`src/rtl/lfill_pkg.sv`:
```
package lfill_pkg;

    typedef enum logic [0:0] {
        PH_IDLE = 1'b0,
        PH_FILL = 1'b1
    } fill_phase_e;

    parameter int unsigned DEF_ADDR_W = 32;
    parameter int unsigned DEF_BEAT_W = 64;
    parameter int unsigned DEF_BEATS  = 4;

endpackage

```
`src/rtl/lfill_seq.sv`:
```
module lfill_seq
    import lfill_pkg::*;
#(
    parameter int unsigned ADDR_W = DEF_ADDR_W,
    parameter int unsigned IDX_W  = 2,
    parameter int unsigned OFS_W  = 3
) (
    input  logic              clk,
    input  logic              rst_n,
    input  logic              miss_valid,
    input  logic [ADDR_W-1:0] miss_addr,
    input  logic              beat_valid,
    output logic              busy,
    output logic              bus_req,
    output logic [ADDR_W-1:0] bus_addr,
    output logic              take_beat,
    output logic              first_beat,
    output logic [IDX_W-1:0]  beat_pos,
    output logic [IDX_W-1:0]  crit_idx,
    output logic              done,
    output logic [ADDR_W-1:0] done_addr
);
    localparam int unsigned LINE_OFS = OFS_W + IDX_W;

    typedef struct packed {
        fill_phase_e       phase;
        logic [IDX_W-1:0]  cnt;
        logic [IDX_W-1:0]  crit;
        logic [ADDR_W-1:0] dw_addr;
        logic [ADDR_W-1:0] line_addr;
        logic              done;
    } seq_t;

    seq_t s_d, s_q;
    logic start;
    logic last;

    always_comb begin
        start     = (s_q.phase == PH_IDLE) && miss_valid;
        take_beat = (s_q.phase == PH_FILL) && beat_valid;
        last      = take_beat && (s_q.cnt == {IDX_W{1'b1}});

        s_d      = s_q;
        s_d.done = 1'b0;
        if (start) begin
            s_d.phase     = PH_FILL;
            s_d.cnt       = '0;
            s_d.crit      = miss_addr[OFS_W +: IDX_W];
            s_d.dw_addr   = {miss_addr[ADDR_W-1:OFS_W], {OFS_W{1'b0}}};
            s_d.line_addr = {miss_addr[ADDR_W-1:LINE_OFS], {LINE_OFS{1'b0}}};
        end else if (take_beat) begin
            s_d.cnt = s_q.cnt + 1'b1;
            if (last) begin
                s_d.phase = PH_IDLE;
                s_d.done  = 1'b1;
            end
        end
    end

    always_ff @(posedge clk or negedge rst_n) begin
        if (!rst_n) begin
            s_q <= '{phase: PH_IDLE, cnt: '0, crit: '0,
                     dw_addr: '0, line_addr: '0, done: 1'b0};
        end else begin
            s_q <= s_d;
        end
    end

    assign busy       = (s_q.phase == PH_FILL) || start;
    assign bus_req    = (s_q.phase == PH_FILL);
    assign bus_addr   = s_q.dw_addr;
    assign first_beat = take_beat && (s_q.cnt == '0);
    assign beat_pos   = s_q.cnt;
    assign crit_idx   = s_q.crit;
    assign done       = s_q.done;
    assign done_addr  = s_q.line_addr;

endmodule

```
`src/rtl/lfill_slot_map.sv`:
```
module lfill_slot_map #(
    parameter int unsigned BEATS = 4,
    parameter int unsigned IDX_W = 2
) (
    input  logic             take_beat,
    input  logic [IDX_W-1:0] crit_idx,
    input  logic [IDX_W-1:0] beat_pos,
    output logic [IDX_W-1:0] slot,
    output logic [BEATS-1:0] slot_sel
);
    // Wrap-around ordering: the index width truncates the sum modulo BEATS.
    assign slot = crit_idx + beat_pos;

    for (genvar g = 0; g < BEATS; g++) begin : g_sel
        assign slot_sel[g] = take_beat && (slot == IDX_W'(g));
    end

endmodule

```
`src/rtl/lfill_line_buf.sv`:
```
module lfill_line_buf #(
    parameter int unsigned BEATS  = 4,
    parameter int unsigned BEAT_W = 64
) (
    input  logic                    clk,
    input  logic                    rst_n,
    input  logic [BEATS-1:0]        slot_sel,
    input  logic [BEAT_W-1:0]       wr_data,
    output logic [BEAT_W*BEATS-1:0] line_data
);
    for (genvar g = 0; g < BEATS; g++) begin : g_slot
        logic [BEAT_W-1:0] dw_d, dw_q;

        always_comb begin
            dw_d = dw_q;
            if (slot_sel[g]) dw_d = wr_data;
        end

        always_ff @(posedge clk or negedge rst_n) begin
            if (!rst_n) dw_q <= '0;
            else        dw_q <= dw_d;
        end

        assign line_data[g*BEAT_W +: BEAT_W] = dw_q;
    end

endmodule

```
`src/rtl/cwf_line_fill.sv`:
```
module cwf_line_fill
    import lfill_pkg::*;
#(
    parameter int unsigned ADDR_W = DEF_ADDR_W,
    parameter int unsigned BEAT_W = DEF_BEAT_W,
    parameter int unsigned BEATS  = DEF_BEATS,
    localparam int unsigned IDX_W = $clog2(BEATS),
    localparam int unsigned OFS_W = $clog2(BEAT_W / 8)
) (
    input  logic                    clk,
    input  logic                    rst_n,
    input  logic                    miss_valid,
    input  logic [ADDR_W-1:0]       miss_addr,
    output logic                    busy,
    output logic                    bus_req,
    output logic [ADDR_W-1:0]       bus_addr,
    input  logic                    beat_valid,
    input  logic [BEAT_W-1:0]       beat_data,
    output logic                    wr_en,
    output logic [IDX_W-1:0]        wr_slot,
    output logic [BEAT_W-1:0]       wr_data,
    output logic                    fwd_valid,
    output logic [BEAT_W-1:0]       fwd_data,
    output logic [BEAT_W*BEATS-1:0] line_data,
    output logic                    done,
    output logic [ADDR_W-1:0]       done_addr
);
    logic             take_beat;
    logic             first_beat;
    logic [IDX_W-1:0] beat_pos;
    logic [IDX_W-1:0] crit_idx;
    logic [BEATS-1:0] slot_sel;

    lfill_seq #(
        .ADDR_W (ADDR_W),
        .IDX_W  (IDX_W),
        .OFS_W  (OFS_W)
    ) u_seq (
        .clk        (clk),
        .rst_n      (rst_n),
        .miss_valid (miss_valid),
        .miss_addr  (miss_addr),
        .beat_valid (beat_valid),
        .busy       (busy),
        .bus_req    (bus_req),
        .bus_addr   (bus_addr),
        .take_beat  (take_beat),
        .first_beat (first_beat),
        .beat_pos   (beat_pos),
        .crit_idx   (crit_idx),
        .done       (done),
        .done_addr  (done_addr)
    );

    lfill_slot_map #(
        .BEATS (BEATS),
        .IDX_W (IDX_W)
    ) u_map (
        .take_beat (take_beat),
        .crit_idx  (crit_idx),
        .beat_pos  (beat_pos),
        .slot      (wr_slot),
        .slot_sel  (slot_sel)
    );

    lfill_line_buf #(
        .BEATS  (BEATS),
        .BEAT_W (BEAT_W)
    ) u_buf (
        .clk       (clk),
        .rst_n     (rst_n),
        .slot_sel  (slot_sel),
        .wr_data   (beat_data),
        .line_data (line_data)
    );

    assign wr_en     = take_beat;
    assign wr_data   = beat_data;
    assign fwd_valid = first_beat;
    assign fwd_data  = beat_data;

endmodule

```
`config.mk`:
```
export PLATFORM = sky130hd
export DESIGN_NAME = cwf_line_fill
export DESIGN_NICKNAME = d
export VERILOG_FILES = /design/src/rtl/lfill_pkg.sv /design/src/rtl/lfill_seq.sv /design/src/rtl/lfill_slot_map.sv /design/src/rtl/lfill_line_buf.sv /design/src/rtl/cwf_line_fill.sv
export SDC_FILE = /design/constraint.sdc
export NUM_CORES = 1
export LEC_CHECK = 0
export BUFFER_PORTS_ARGS = -buffer_cell sky130_fd_sc_hd__buf_2
export CORE_AREA = 4 4 214 216
export CTS_CLUSTER_DIAMETER = 120
export DETAILED_ROUTE_END_ITERATION = 10
export DIE_AREA = 0 0 218 220
export SLEW_MARGIN = 15
export SYNTH_ARGS = -nofsm -noshare
export SYNTH_HDL_FRONTEND = slang
export SYNTH_HIERARCHICAL = 1
export SYNTH_SLANG_ARGS = --single-unit
```
`constraint.sdc`:
```
create_clock -name clk -period 4.3 [get_ports clk]
set_input_delay 0.43 -clock clk [delete_from_list [all_inputs] [get_ports clk]]
set_output_delay 0.43 -clock clk [all_outputs]
set_load 0.1 [all_outputs]
```
==> metrics.yaml <==
placement:
  io_buffers: 543
  placedCellCount: 1751
  gp_congestion: 0.741
  dpl_cell_area_mm2: 0.0143
  dp_hpwl_um: 23000
die:
  die-height_um: 220
  ios: 555
  die-area_mm2: 0.0480
  die_width_um: 218
  core_area_mm2: 0.0439
  fp-row-count: 77
  start_util_pct: 28.0
route:
  routed_wl_um: 31900
  ant_nets: 0
  vias: 7539
  via_per_inst: 4.17
  firstDrtPassIters: 4
  wl_per_cell_um: 17.6
  drc: 0
  drtIter0Drc: 222
timing:
  period_needed_ns: 2.70
  post-route-period-util_pct: 62.8
  hold_viol: 0
  achievable-frequency_mhz: 370
  setup_viol: 0
  setup_tns_ns: 0
  grt_setup_unrepaired: "false"
  max-slew-margin-rel_pct: 49.3
  slew_violations: 0
  fin_skew_ns: 0.0132
  worst_pin_slew_ns: 0.760
clock_tree:
  cts_buffers: 31
  clk_pin_slew_ns: 0.06
  cts.sinks: 289
  postCtsSetupRepairBufs: 0
  cts_tree: "built"
  htree_num_levels: 1
  clk_latency_ns: 0.56
  root_buffer: "clkbuf_16"
  clock_path_buffers: 3
job:
  drv_cap: 0
cells_and_area:
  final_util_pct: 35.1
  syn_to_final_growth_pct: 25.1
  diodes: 0
  finalNonFillerCells: 1810
  fin_nets: 1296
  drive_above_1_share_pct: 73.8
  stdcell_area_mm2: 0.0154
synth:
  synthXorXnorAreaFrac_pct: 0.203
  synth_edf_count: 0
  netlist.area_leader.share_pct: 58.7
  synthMuxAreaShare_pct: 26.5
  ys_seq_area_share_pct: 58.7
  synthAdderAreaFrac_pct: 0.305
  async_flop_share_pct: 100
  synthSimpleGateAreaFrac_pct: 0.610
  synthTopCellsByCount: "289 x dfrtp_1, 276 x mux2_2, 166 x buf_4"
  synth_top_family_by_area: "multiplexers"
  synth.distinct_cells: 21
  postSynthCellCount: 793
  ys_seq_elements: 289
  ys_warn_count: 6
  syn-mean-instance-area_um2: 15.5
  synth-main-ff-cell: "dfrtp_1"
  yosysMostFrequentCell: "dfrtp_1"
  synth_area_mm2: 0.0123
  synth.largest_area_cell: "dfrtp_1"
  synth_area_leaders: "dfrtp_1 59%, mux2_2 25%, buf_4 10%"
  synth_compound_area_share_pct: 0.152
critical_path:
  start_kind: "register"
  crit_fanout: 27
  worstSetupPathType: "register to register"
  reg2reg_depth: 5
  arrival_ns: 3.14
  crit_path_end_kind: "register"
  ff2ff_setup_slack_ns: 1.60
  cp.required_ns: 4.74
  reg2reg_from: "u_seq/crit_idx[0]$_DFFE_PN0N_"
  r2r_end: "u_buf/g_slot[3].dw_q[60]$_DFFE_PN0P_"
grt:
  grt_max_degree: 96
  grt_pass1_wl_um: 47400
  grt-ovfl-total: 0
  track_usage_pct: 12.4
  antenna_found_initial: 0
  grt_pass1_vias: 7947
min_path:
  min_to: "u_seq/done_addr[8]$_DFFE_PN0N_"
  hold_start: "miss_addr[8]"
  hold_depth: 2
  hp-class: "input pin to register"
status:
  outcome: "completed"
==> sequential cells by signal, summed over array words and instances (netlist names) <==
name / count
u_buf/g_slot.dw_q: 256
u_seq/done_addr: 27
u_seq/beat_pos: 2
u_seq/bus_addr: 1
u_seq/bus_req: 1
u_seq/crit_idx: 1
u_seq/done: 1
==> through the flow <==
stage | setup WS, ns | hold WS (ns)
4_1_cts | 1.52 | 0.0575
3_3_place_gp | 1.57 | 0.484
2_1_floorplan | 1.27 | 0.134
5_1_grt | 1.46 | 0.0700
6_report | 1.60 | 0.0974
3_5_place_dp | 1.54 | 0.489
==> layout make-up <==
| cell class | instances | area [um2] |
|---|---|---|
| clock buffer | 49 | 963 |
| clock inverter | 9 | 128 |
| fill | 4335 | 28500 |
| inverter | 3 | 11.3 |
| multi-input combinational | 312 | 3470 |
| sequential | 289 | 7230 |
| tap | 592 | 741 |
| timing repair buffer | 556 | 2870 |
==> metal layers <==
| layer | part of all wire, % | track usage (%) | vias up |
|---|---|---|---|
| met3 | 7.8 | 2.72 | 41 |
| met2 | 52 | 22.7 | 347 |
| li1 | - | - | 3334 |
| met1 | 39 | 14.7 | 3817 |
| met5 | 0 | 0 | - |
| met4 | 2.0 | 3.20 | 0 |
==> worst max path at each step <==
stage                             startpoint                                    to  slack [ns]
3_5_place_dp   u_seq/crit_idx[0]$_DFFE_PN0N_  u_buf/g_slot[3].dw_q[60]$_DFFE_PN0P_        1.54
2_1_floorplan  u_seq/crit_idx[0]$_DFFE_PN0N_  u_buf/g_slot[0].dw_q[10]$_DFFE_PN0P_        1.27
3_3_place_gp   u_seq/beat_pos[0]$_DFFE_PN0P_  u_buf/g_slot[3].dw_q[58]$_DFFE_PN0P_        1.57
5_1_grt        u_seq/beat_pos[0]$_DFFE_PN0P_  u_buf/g_slot[3].dw_q[60]$_DFFE_PN0P_        1.46
6_report       u_seq/crit_idx[0]$_DFFE_PN0N_  u_buf/g_slot[3].dw_q[60]$_DFFE_PN0P_        1.60
4_1_cts        u_seq/crit_idx[0]$_DFFE_PN0N_  u_buf/g_slot[3].dw_q[60]$_DFFE_PN0P_        1.52
==> kinds of logic (layout without fill, tap and decap cells) <==
family                     after synthesis  after routing
buffers and inverters                  199            617
xor gates and xnor gates                 1              1
other                                    1              8
muxes                                  286            286
DFF                                    289            289
and+or+nand+nor                         11             11
adders and majority gates                3              3
AOI/OAI and AO/OA                        3              3
==> layout by cell type, fill, tap and decap left out, drive strengths merged, types with 2 or more instances in the layout <==
cell type / netlist / routed
buf: 172 / 555
ha: 3 / 3
a21oi: 2 / 2
inv: 3 / 4
nor2: 3 / 3
and3: 2 / 2
clkbuf: 24 / 49
bufinv: 0 / 3
clkinv: 0 / 5
mux2: 286 / 286
conb: 1 / 8
dfrtp: 289 / 289
==> what timing repair did <==
action,in CTS,in global routing
hold buffers,1,0
gates resized for setup,0,0
hold endpoints to repair,90,0
==> worst max-delay path, cell delays in order, from the launching register on <==
cell	delay, ns
dfrtp_1	0.41
ha_1	0.21
xor3_2	0.50
nor2b_4	0.50
buf_4	0.53
mux2_2	0.40
Power is left out: the tool's default activity adds up to more than one toggle a clock period on the data nets, which glitch-free logic cannot reach.
